$ cat src/rtl/i2c_slv_pkg.sv
package i2c_slv_pkg;
  localparam int BYTE_W = 8;
  localparam int REG_AW = 8;
  localparam int CNT_W  = $clog2(BYTE_W + 2);

  typedef enum logic [3:0] {
    ST_IDLE,
    ST_ADDR,
    ST_ADDR_ACK,
    ST_SUB,
    ST_SUB_ACK,
    ST_WDATA,
    ST_WDATA_ACK,
    ST_RDATA,
    ST_RDATA_ACK
  } xfer_state_e;
endpackage

$ cat src/rtl/i2c_line_sync.sv
module i2c_line_sync #(
  parameter int SYNC_STAGES = 2
) (
  input  logic clk,
  input  logic rst_n,
  input  logic scl_i,
  input  logic sda_i,
  output logic scl_s,
  output logic sda_s,
  output logic scl_rise,
  output logic scl_fall,
  output logic start_det,
  output logic stop_det
);
  localparam int PIPE_W = SYNC_STAGES + 1;

  logic [PIPE_W-1:0] scl_pipe;
  logic [PIPE_W-1:0] sda_pipe;
  logic scl_q;
  logic sda_q;

  // Synchronizer stages plus one history stage, idle-high reset.
  always_ff @(posedge clk or negedge rst_n) begin
    if (!rst_n) begin
      scl_pipe <= '1;
      sda_pipe <= '1;
    end else begin
      scl_pipe <= {scl_pipe[PIPE_W-2:0], scl_i};
      sda_pipe <= {sda_pipe[PIPE_W-2:0], sda_i};
    end
  end

  assign scl_s = scl_pipe[SYNC_STAGES-1];
  assign sda_s = sda_pipe[SYNC_STAGES-1];
  assign scl_q = scl_pipe[SYNC_STAGES];
  assign sda_q = sda_pipe[SYNC_STAGES];

  assign scl_rise  = scl_s & ~scl_q;
  assign scl_fall  = ~scl_s & scl_q;
  assign start_det = scl_s & scl_q & sda_q & ~sda_s;
  assign stop_det  = scl_s & scl_q & ~sda_q & sda_s;
endmodule

$ cat src/rtl/i2c_wake_timer.sv
module i2c_wake_timer #(
  parameter int WAKE_CYCLES = 100000
) (
  input  logic clk,
  input  logic rst_n,
  input  logic wake,
  output logic awake
);
  localparam int TW = $clog2(WAKE_CYCLES + 1);

  logic [TW-1:0] cnt;

  always_ff @(posedge clk or negedge rst_n) begin
    if (!rst_n) begin
      cnt   <= '0;
      awake <= 1'b0;
    end else if (!wake) begin
      cnt   <= '0;
      awake <= 1'b0;
    end else if (cnt == TW'(WAKE_CYCLES)) begin
      awake <= 1'b1;
    end else begin
      cnt <= cnt + 1'b1;
    end
  end

  p_sleep_clears_r2: assert property (@(posedge clk) disable iff (!rst_n)
    !wake |=> !awake);
endmodule

$ cat src/rtl/i2c_xfer_fsm.sv
module i2c_xfer_fsm
  import i2c_slv_pkg::*;
#(
  parameter logic [6:0] DEV_ADDR = 7'h4C
) (
  input  logic              clk,
  input  logic              rst_n,
  input  logic              awake,
  input  logic              scl_s,
  input  logic              sda_s,
  input  logic              scl_rise,
  input  logic              scl_fall,
  input  logic              start_det,
  input  logic              stop_det,
  output logic              sda_drive_low,
  output logic [REG_AW-1:0] reg_index,
  output logic [BYTE_W-1:0] reg_wr_data,
  output logic              reg_wr_en,
  input  logic [BYTE_W-1:0] reg_rd_data,
  output logic              reg_rd_pulse
);
  xfer_state_e       st;
  logic [CNT_W-1:0]  bit_cnt;
  logic [BYTE_W-1:0] rx_sh;
  logic [BYTE_W-1:0] tx_sh;
  logic              rw_q;
  logic              mack_q;
  logic              load_rd;
  logic              byte_done;

  assign byte_done = scl_fall && (bit_cnt == CNT_W'(BYTE_W));

  // A byte is fetched at the end of the read-address ACK or of a master ACK.
  assign load_rd = awake && scl_fall &&
                   ((st == ST_ADDR_ACK && rw_q) || (st == ST_RDATA_ACK && mack_q));
  assign reg_rd_pulse = load_rd;

  always_ff @(posedge clk or negedge rst_n) begin
    if (!rst_n) begin
      st            <= ST_IDLE;
      bit_cnt       <= '0;
      rx_sh         <= '0;
      tx_sh         <= '0;
      rw_q          <= 1'b0;
      mack_q        <= 1'b0;
      sda_drive_low <= 1'b0;
      reg_index     <= '0;
      reg_wr_data   <= '0;
      reg_wr_en     <= 1'b0;
    end else begin
      reg_wr_en <= 1'b0;
      if (!awake) begin
        st            <= ST_IDLE;
        sda_drive_low <= 1'b0;
      end else if (start_det) begin
        st            <= ST_ADDR;
        bit_cnt       <= '0;
        sda_drive_low <= 1'b0;
      end else if (stop_det) begin
        st            <= ST_IDLE;
        sda_drive_low <= 1'b0;
      end else begin
        case (st)
          ST_ADDR, ST_SUB, ST_WDATA: begin
            if (scl_rise) begin
              rx_sh   <= {rx_sh[BYTE_W-2:0], sda_s};
              bit_cnt <= bit_cnt + 1'b1;
            end else if (byte_done) begin
              bit_cnt <= '0;
              if (st == ST_ADDR) begin
                if (rx_sh[BYTE_W-1:1] == DEV_ADDR) begin
                  rw_q          <= rx_sh[0];
                  sda_drive_low <= 1'b1;
                  st            <= ST_ADDR_ACK;
                end else begin
                  st <= ST_IDLE;
                end
              end else if (st == ST_SUB) begin
                reg_index     <= rx_sh[REG_AW-1:0];
                sda_drive_low <= 1'b1;
                st            <= ST_SUB_ACK;
              end else begin
                reg_wr_data   <= rx_sh;
                reg_wr_en     <= 1'b1;
                sda_drive_low <= 1'b1;
                st            <= ST_WDATA_ACK;
              end
            end
          end
          ST_ADDR_ACK: begin
            if (scl_fall) begin
              bit_cnt <= '0;
              if (rw_q) begin
                tx_sh         <= reg_rd_data;
                sda_drive_low <= ~reg_rd_data[BYTE_W-1];
                st            <= ST_RDATA;
              end else begin
                sda_drive_low <= 1'b0;
                st            <= ST_SUB;
              end
            end
          end
          ST_SUB_ACK: begin
            if (scl_fall) begin
              sda_drive_low <= 1'b0;
              st            <= ST_WDATA;
            end
          end
          ST_WDATA_ACK: begin
            if (scl_fall) begin
              sda_drive_low <= 1'b0;
              reg_index     <= reg_index + 1'b1;
              st            <= ST_WDATA;
            end
          end
          ST_RDATA: begin
            if (scl_fall) begin
              if (bit_cnt == CNT_W'(BYTE_W - 1)) begin
                bit_cnt       <= '0;
                sda_drive_low <= 1'b0;
                st            <= ST_RDATA_ACK;
              end else begin
                tx_sh         <= {tx_sh[BYTE_W-2:0], 1'b0};
                sda_drive_low <= ~tx_sh[BYTE_W-2];
                bit_cnt       <= bit_cnt + 1'b1;
              end
            end
          end
          ST_RDATA_ACK: begin
            if (scl_rise) begin
              mack_q <= ~sda_s;
              if (!sda_s) reg_index <= reg_index + 1'b1;
            end else if (scl_fall) begin
              if (mack_q) begin
                tx_sh         <= reg_rd_data;
                sda_drive_low <= ~reg_rd_data[BYTE_W-1];
                st            <= ST_RDATA;
              end else begin
                st <= ST_IDLE;
              end
            end
          end
          default: st <= ST_IDLE;
        endcase
      end
    end
  end

  p_wr_single_r5: assert property (@(posedge clk) disable iff (!rst_n)
    reg_wr_en |=> !reg_wr_en);
  p_rd_wr_excl_r7: assert property (@(posedge clk) disable iff (!rst_n)
    !(reg_wr_en && reg_rd_pulse));
  p_rd_in_low_r7: assert property (@(posedge clk) disable iff (!rst_n)
    reg_rd_pulse |-> !scl_s);
  p_asleep_quiet_r2: assert property (@(posedge clk) disable iff (!rst_n)
    !awake |=> (!sda_drive_low && !reg_wr_en));
  p_drive_scl_low_r9: assert property (@(posedge clk) disable iff (!rst_n)
    $rose(sda_drive_low) |-> !scl_s);
endmodule

$ cat src/rtl/i2c_reg_slave.sv
module i2c_reg_slave
  import i2c_slv_pkg::*;
#(
  parameter logic [6:0] DEV_ADDR    = 7'h4C,
  parameter int         WAKE_CYCLES = 100000,
  parameter int         SYNC_STAGES = 2
) (
  input  logic              clk,
  input  logic              rst_n,
  input  logic              wake,
  input  logic              scl_i,
  input  logic              sda_i,
  output logic              sda_drive_low,
  output logic [REG_AW-1:0] reg_index,
  output logic [BYTE_W-1:0] reg_wr_data,
  output logic              reg_wr_en,
  input  logic [BYTE_W-1:0] reg_rd_data,
  output logic              reg_rd_pulse
);
  logic awake;
  logic scl_s;
  logic sda_s;
  logic scl_rise;
  logic scl_fall;
  logic start_det;
  logic stop_det;

  i2c_wake_timer #(.WAKE_CYCLES(WAKE_CYCLES)) u_wake (
    .clk   (clk),
    .rst_n (rst_n),
    .wake  (wake),
    .awake (awake)
  );

  i2c_line_sync #(.SYNC_STAGES(SYNC_STAGES)) u_sync (
    .clk       (clk),
    .rst_n     (rst_n),
    .scl_i     (scl_i),
    .sda_i     (sda_i),
    .scl_s     (scl_s),
    .sda_s     (sda_s),
    .scl_rise  (scl_rise),
    .scl_fall  (scl_fall),
    .start_det (start_det),
    .stop_det  (stop_det)
  );

  i2c_xfer_fsm #(.DEV_ADDR(DEV_ADDR)) u_fsm (
    .clk           (clk),
    .rst_n         (rst_n),
    .awake         (awake),
    .scl_s         (scl_s),
    .sda_s         (sda_s),
    .scl_rise      (scl_rise),
    .scl_fall      (scl_fall),
    .start_det     (start_det),
    .stop_det      (stop_det),
    .sda_drive_low (sda_drive_low),
    .reg_index     (reg_index),
    .reg_wr_data   (reg_wr_data),
    .reg_wr_en     (reg_wr_en),
    .reg_rd_data   (reg_rd_data),
    .reg_rd_pulse  (reg_rd_pulse)
  );
endmodule

$ cat config.mk
export PLATFORM = sky130hd
export DESIGN_NAME = i2c_reg_slave
export DESIGN_NICKNAME = d
export VERILOG_FILES = /design/src/rtl/i2c_slv_pkg.sv /design/src/rtl/i2c_line_sync.sv /design/src/rtl/i2c_wake_timer.sv /design/src/rtl/i2c_xfer_fsm.sv /design/src/rtl/i2c_reg_slave.sv
export SDC_FILE = /design/constraint.sdc
export NUM_CORES = 1
export LEC_CHECK = 0
export BUFFER_PORTS_ARGS = -buffer_cell sky130_fd_sc_hd__clkbuf_2
export CAP_MARGIN = 15
export CORE_MARGIN = 2
export CORE_UTILIZATION = 45
export CTS_BUF_LIST = sky130_fd_sc_hd__clkbuf_4 sky130_fd_sc_hd__clkbuf_8 sky130_fd_sc_hd__clkbuf_16
export CTS_CLUSTER_DIAMETER = 150
export DETAILED_ROUTE_END_ITERATION = 12
export GPL_ROUTABILITY_DRIVEN = 0
export PLACE_DENSITY_LB_ADDON = 0.15
export SLEW_MARGIN = 0
export SYNTH_ARGS = -nofsm -noshare
export SYNTH_HDL_FRONTEND = slang
export SYNTH_SLANG_ARGS = --single-unit
$ cat constraint.sdc
create_clock -name clk -period 5.3 [get_ports clk]
set_input_delay 1.06 -clock clk [delete_from_list [all_inputs] [get_ports clk]]
set_output_delay 1.06 -clock clk [all_outputs]
set_load 0.02 [all_outputs]
==> run_results.csv, run 1 <==
group,metric,value,unit
timing,fin_tns_setup,0,ps
cells_and_area,syn_to_final_growth,11.5,%
route,ant_nets,0,
timing,worst_clock_skew,10.1,ps
critical_path,critPathKind,"reg2out",
power_and_ir_drop,vdd_drop_max,0.161,mV
critical_path,end_kind,"output pin",
timing,final-max-slew-violation-count,0,
synth,synth.yosys.warnings,0,
timing,fin_crit,3080,ps
global_routing,grt_pass1_vias,2698,
synth,ys_seq_area_share,46.4,%
min_path,hold_path.class,"reg2reg",
synth,syn_area_per_cell,10.3,um2
cts,clock-sinks,67,
power_and_ir_drop,leakagePower,0.00178,uW
floorplanning,dieHeight,93.8,um
critical_path,startpoint_type,"flip-flop",
timing,fmax,325,MHz
timing,rsz0062_at_grt,"no",
placement,port_buffers,31,
cts,post_cts_buffers,0,
power_and_ir_drop,power_density,243,nW/um2
synth,syn-cell-area,3630,um2
critical_path,critical_path.cell_chain,"nor2b_1, nand2_1, a21oi_1, clkbuf_2",
timing,setup_viol,0,
route,wl_per_cell,15.9,um
cts,clock_latency,350,ps
floorplanning,io_pins,32,
route,finalWirelength,7800,um
timing,worstMarginPinSlew,1060,ps
cts,tritoncts,"yes",
cells_and_area,design_area,4050,um2
cts,cts_max_level,3,
critical_path,cp.arrival,2020,ps
floorplanning,dieArea,8800,um2
critical_path,worst-path-max-fanout,17,
cells_and_area,finalCoreUtilization,52.1,%
placement,placed_area,3850,um2
route,first_iter_violations,134,
floorplanning,rows,32,
global_routing,grt-ovfl-total,0,
critical_path,required,4240,ps
synth,yosysUniqueCellTypes,63,
cells_and_area,stdcell_count,489,
synth,ys_ff_latch,67,
global_routing,grt_pass1_wl,13200,um
cells_and_area,drive_above_1_share,22.2,%
synth,yosys.area_share.xor_xnor,3.62,%
critical_path,cpPeakStageDelay,660,ps
global_routing,grt_usage,19.1,%
cts,cts_hold_buffers,0,
synth,synth_top_family_by_area,"simple AND/OR/NAND/NOR gates",
floorplanning,start_util,46.7,%
route,vias,2803,
route,drt_pass1_iterations,5,
timing,fin_crit_sh,58.1,%
placement,place_inst,473,
flow_run,maxCapViolCount,0,
synth,synthCells,353,
critical_path,path_buf_inv,1,
run_status,outcome,"finished clean",
synth,yosys.area_share.adder,1.72,%
floorplanning,die-width,93.8,um
route,drt-vias-per-instance,5.73,
synth,synth_fp_nets,371,
timing,relSlewSlack,29.1,%
cts,cts-root-buf,"clkbuf_8",
synth,async_flop_share,100,%
global_routing,grt_max_degree,68,
floorplanning,core_area,7770,um2
cts,ctsLongestPathBuffers,2,
critical_path,slowest_stage,"dfrtp_1",
route,drc,0,
synth,synthFlopType,"dfrtp_1",
power_and_ir_drop,finalPower,984,uW
cts,cts-buffers-inserted,9,
timing,hold_violations,0,
cts,cts_resized,0,
global_routing,antenna_found_initial,0,
cells_and_area,diodes,0,
cts,clk_transition_reported_paths,80,ps
critical_path,path_delay_family,"flip-flops",
synth,yosys.area_share.simple,20.1,%
placement,dpl.hpwl,5270,um
cells_and_area,final_nets,400,
synth,synth.area.mux_share,10.5,%
synth,synth_compound_area_share,14.5,%
synth,synth-edff-count,0,
[final cells by class]
class,count,area (um2)
clock inverters,6,66.3
inverters,12,45.0
clock buffers,10,131
well taps,102,128
flip-flops and latches,67,1680
multi-input cells,260,1830
repair buffers,32,163
fillers,709,3720
[placed cells by master (no fill, tap or decap), drive strengths merged, types with 5 or more instances in the layout]
master,Yosys,final
a21oi,29,29
and2,15,15
and3,5,5
clkbuf,8,40
dfrtp,61,61
dfstp,6,6
ha,5,5
inv,12,12
mux2,26,26
mux2i,6,6
nand2,21,21
nand3,21,21
nand4,7,7
nor2,14,14
nor2b,8,8
o21ai,24,24
or3,6,6
xnor2,13,13
[synthesized netlist by cell type, types with 7 or more instances]
| master | instances | area (um2) |
|---|---|---|
| nand3_1 | 21 | 105 |
| dfrtp_1 | 61 | 1530 |
| a21oi_1 | 29 | 145 |
| and2_1 | 15 | 93.8 |
| nor2_1 | 14 | 52.6 |
| clkbuf_1 | 8 | 30.0 |
| nor2b_1 | 8 | 50.1 |
| xnor2_1 | 13 | 114 |
| nand2_1 | 21 | 78.8 |
| o21ai_0 | 21 | 105 |
| inv_1 | 11 | 41.3 |
| mux2_4 | 8 | 120 |
| nand4_1 | 7 | 43.8 |
| mux2_2 | 14 | 158 |
[through the flow]
step                      setup slack (ps)  hold slack (ps)
final                                 2220              359
after detailed placement              2500              349
after CTS                             2210              361
after global placement                2510              346
after global routing                  2070              362
after floorplan                       3000              345
[final timing paths]
path                                                   start  depth (start not counted)  slack [ps]                             end
worst max-delay path                 u_fsm.st[1]$_DFFE_PN0P_                          4        2220                    reg_rd_pulse
worst min-delay path            u_sync.scl_pipe[0]$_DFF_PN1_                          0         360    u_sync.scl_pipe[1]$_DFF_PN1_
worst max register to register       u_fsm.st[1]$_DFFE_PN0P_                          5        2400  u_fsm.reg_index[0]$_DFFE_PN0P_
worst min register to register  u_sync.scl_pipe[0]$_DFF_PN1_                          0         360    u_sync.scl_pipe[1]$_DFF_PN1_
max in group asynchronous                              rst_n                          2        3840       u_wake.cnt[1]$_DFFE_PN0P_
min in group asynchronous                              rst_n                          2         900  u_fsm.reg_index[6]$_DFFE_PN0P_
[registers in the layout, summed over array words and instances, names as in the netlist]
register             cells
u_fsm.bit_cnt            4
u_fsm.mack_q             1
u_fsm.reg_index          8
u_fsm.reg_wr_data        8
u_fsm.reg_wr_en          1
u_fsm.rw_q               1
u_fsm.rx_sh              8
u_fsm.sda_drive_low      1
u_fsm.st                 4
u_fsm.tx_sh              7
u_sync.scl_pipe          3
u_sync.sda_pipe          3
u_wake.awake             1
u_wake.cnt              17
[metal layers]
metal	global-route usage, %	vias to the layer above	routed length (um)
li1	-	1345	-
met1	27.0	1375	3800
met2	28.4	76	3600
met3	5.06	7	298
met4	6.64	0	95
met5	0	-	0
[worst reg2reg max path: stages (launching register included)]
cell and delay (ps):
dfrtp_1 660, nor2b_1 560, o21ai_0 230, a221oi_2 930, a21boi_0 200, o21bai_1 210
[report_power, final]
| group | internal [uW] | switching (uW) |
|---|---|---|
| clock | 222 | 207 |
| sequential | 517 | 5.86 |
| combinational | 11.1 | 20.5 |
[logic make-up (layout without fill, tap and decap cells)]
kind of cell / count (synthesis) / count (layout)
XOR/XNOR: 15 / 15
flip-flops: 67 / 67
adder cells (fa/ha/maj): 5 / 5
multiplexers: 32 / 32
buffers and inverters: 26 / 60
AO/OA/AOI/OAI: 84 / 84
AND/OR/NAND/NOR: 124 / 124
Power figures use the tool's default switching activity.
==> run 2: changes to the inputs <==
Clock period 5.3 ns to 2.5 ns, I/O delays scaled along.
==> run 2 against run 1 <==
  * Sequential cell count unchanged
  * Wire length shrank 0.19%
  * First-iteration DRC count decreased by 3.0%
  * Worst hold slack got worse by 220 ps
  * Final cell count increased by 2.7%
  * Largest power group unchanged
==> run_results.csv, run 2 (same netlist as run 1, synthesis figures left out) <==
group,metric,value,unit
critical_path,startpoint_type,"flip-flop",
placement,port_buffers,31,
route,finalWirelength,7780,um
critical_path,r2r-start,"u_sync.scl_pipe[2]$_DFF_PN1_",
cells_and_area,largest_reg_flops,17,
cells_and_area,mostFrequentLayoutCells,"61 x dfrtp_1, 30 x clkbuf_2, 29 x a21oi_1",
global_routing,use_met3,3.93,%
route,first_iter_violations,130,
route,drt-vias-per-instance,5.60,
timing,fin_crit,2330,ps
global_routing,antenna_found_initial,0,
timing,final-max-slew-violation-count,0,
timing,hold_violations,0,
timing,fin_crit_sh,93.3,%
critical_path,cpPeakStageDelay,570,ps
cells_and_area,diodes,0,
flow_run,maxCapViolCount,0,
critical_path,slowest_stage,"dfstp_2",
floorplanning,dieHeight,93.8,um
route,vias,2809,
timing,fin_tns_setup,0,ps
cts,cts-buffers-inserted,9,
critical_path,r2r-end,"u_fsm.reg_wr_data[0]$_DFFE_PN0P_",
global_routing,grt_pass1_vias,2631,
global_routing,grt_pass1_wl,13000,um
min_path,hold_path.class,"in2async",
critical_path,worst-path-max-fanout,7,
global_routing,grt-ovfl-total,0,
global_routing,gr-max-usage-layer,"met2",
route,drc,0,
cts,clock-sinks,67,
critical_path,path_delay_family,"flip-flops",
cts,ctsLongestPathBuffers,2,
critical_path,crit_start,"u_sync.scl_pipe[2]$_DFF_PN1_",
run_status,outcome,"finished clean",
cts,clock_latency,340,ps
placement,post-place-ws,36.8,ps
cts,clk_transition_reported_paths,80,ps
cells_and_area,final_nets,413,
critical_path,ff2ff_path_depth,5,
global_routing,met2_usage,28.2,%
floorplanning,rows,32,
floorplanning,io_pins,32,
power_and_ir_drop,leakagePower,0.00187,uW
timing,hold_ws,135,ps
timing,worstMarginPinSlew,617,ps
cells_and_area,layout_commonest_cell,"dfrtp_1",
critical_path,end_kind,"output pin",
power_and_ir_drop,vdd_drop_max,0.352,mV
timing,rsz0062_at_grt,"no",
floorplanning,core_area,7770,um2
timing,worst_clock_skew,14.7,ps
cts,cts_max_level,3,
cts,tritoncts,"yes",
route,drt_pass1_iterations,4,
timing,finalWorstSetupSlack,167,ps
cells_and_area,drive_above_1_share,25.0,%
critical_path,required,2000,ps
critical_path,critical_path.cell_chain,"nor2b_1, buf_4, nand3_1, a21oi_1, clkbuf_2",
critical_path,rrSetupSlack,190,ps
critical_path,cp.arrival,1830,ps
global_routing,met1_usage,27.2,%
cells_and_area,regMostFlops,"u_wake.cnt",
floorplanning,start_util,46.7,%
route,wl_per_cell,15.5,um
cells_and_area,syn_to_final_growth,15.1,%
timing,setup_viol,0,
placement,dpl.hpwl,5360,um
cts,post_cts_buffers,0,
floorplanning,dieArea,8800,um2
critical_path,critPathKind,"reg2out",
timing,fmax,429,MHz
global_routing,grt_max_degree,47,
cts,cts-root-buf,"clkbuf_8",
floorplanning,die-width,93.8,um
route,ant_nets,0,
critical_path,path_buf_inv,2,
timing,relSlewSlack,58.8,%
power_and_ir_drop,power_density,512,nW/um2
global_routing,grt_usage,18.8,%
## run 2: changes by cell type in the layout (fill, tap and decap cells not counted)
cell / change
clkinvlp_4: -2
buf_12: +1
or3_4: +1
clkbuf_4: -1
or3_1: -1
clkbuf_8: +2
inv_6: +1
buf_4: +12
## run 2: power by group
part | internal, uW | switching (uW) | total, uW | leakage, uW
Sequential | 1100 | 12.1 | 1110 | 0.000903
Clock | 519 | 444 | 963 | 0.000106
Combinational | 26.9 | 44.1 | 71.0 | 0.000859
Total | 1640 | 500 | 2140 | 0.00187
## run 2: metrics by stage
stage | instance area (um2) | total power [uW] | utilization, % | instances
5_1_grt | 4180 | 2240 | 53.8 | 502
3_5_place_dp | 3960 | 1200 | 51.0 | 486
2_1_floorplan | 3630 | 1160 | - | 353
4_1_cts | 4170 | 2160 | 53.7 | 502
3_3_place_gp | 3960 | 1200 | 51.0 | 486
6_report | 4180 | 2140 | 53.8 | 502
## run 2: what timing repair did
action | CTS | global route
hold buffers | 0 | 0
setup endpoints to repair | 0 | 8
resized for setup | 0 | 1
## run 2: area by class of cell
type | instances | area, um2
clock buffers | 11 | 151
clock inverters | 5 | 60.1
fillers | 705 | 3590
inverters | 12 | 45.0
multi-input cells | 260 | 1840
flip-flops and latches | 67 | 1680
well taps | 102 | 128
repair buffers | 45 | 273
## run 2: how the worst max path moves through the flow
stage                                                  end  slack, ps  cells past startpoint
final                                         reg_rd_pulse        170                      5
after global routing                          reg_rd_pulse        110                      5
after CTS                 u_fsm.reg_wr_data[0]$_DFFE_PN0P_         20                      5
after floorplan           u_fsm.reg_wr_data[0]$_DFFE_PN0P_        260                      7
after detailed placement  u_fsm.reg_wr_data[1]$_DFFE_PN0P_         40                      5
after global placement    u_fsm.reg_wr_data[5]$_DFFE_PN0P_         90                      5
## run 2: worst reg2reg max path: stages (launching register included)
cell	delay, ps
dfstp_2	570
nor2b_1	260
nand4b_4	130
or4_1	460
or3_4	450
mux2_4	330
## run 2: per-layer routing
| layer | wire length (um) | vias to the layer above | part of all wire (%) |
|---|---|---|---|
| met2 | 3540 | 66 | 45 |
| met5 | 0 | - | 0 |
| li1 | - | 1376 | - |
| met3 | 310 | 18 | 4.0 |
| met1 | 3800 | 1349 | 49 |
| met4 | 136 | 0 | 1.7 |
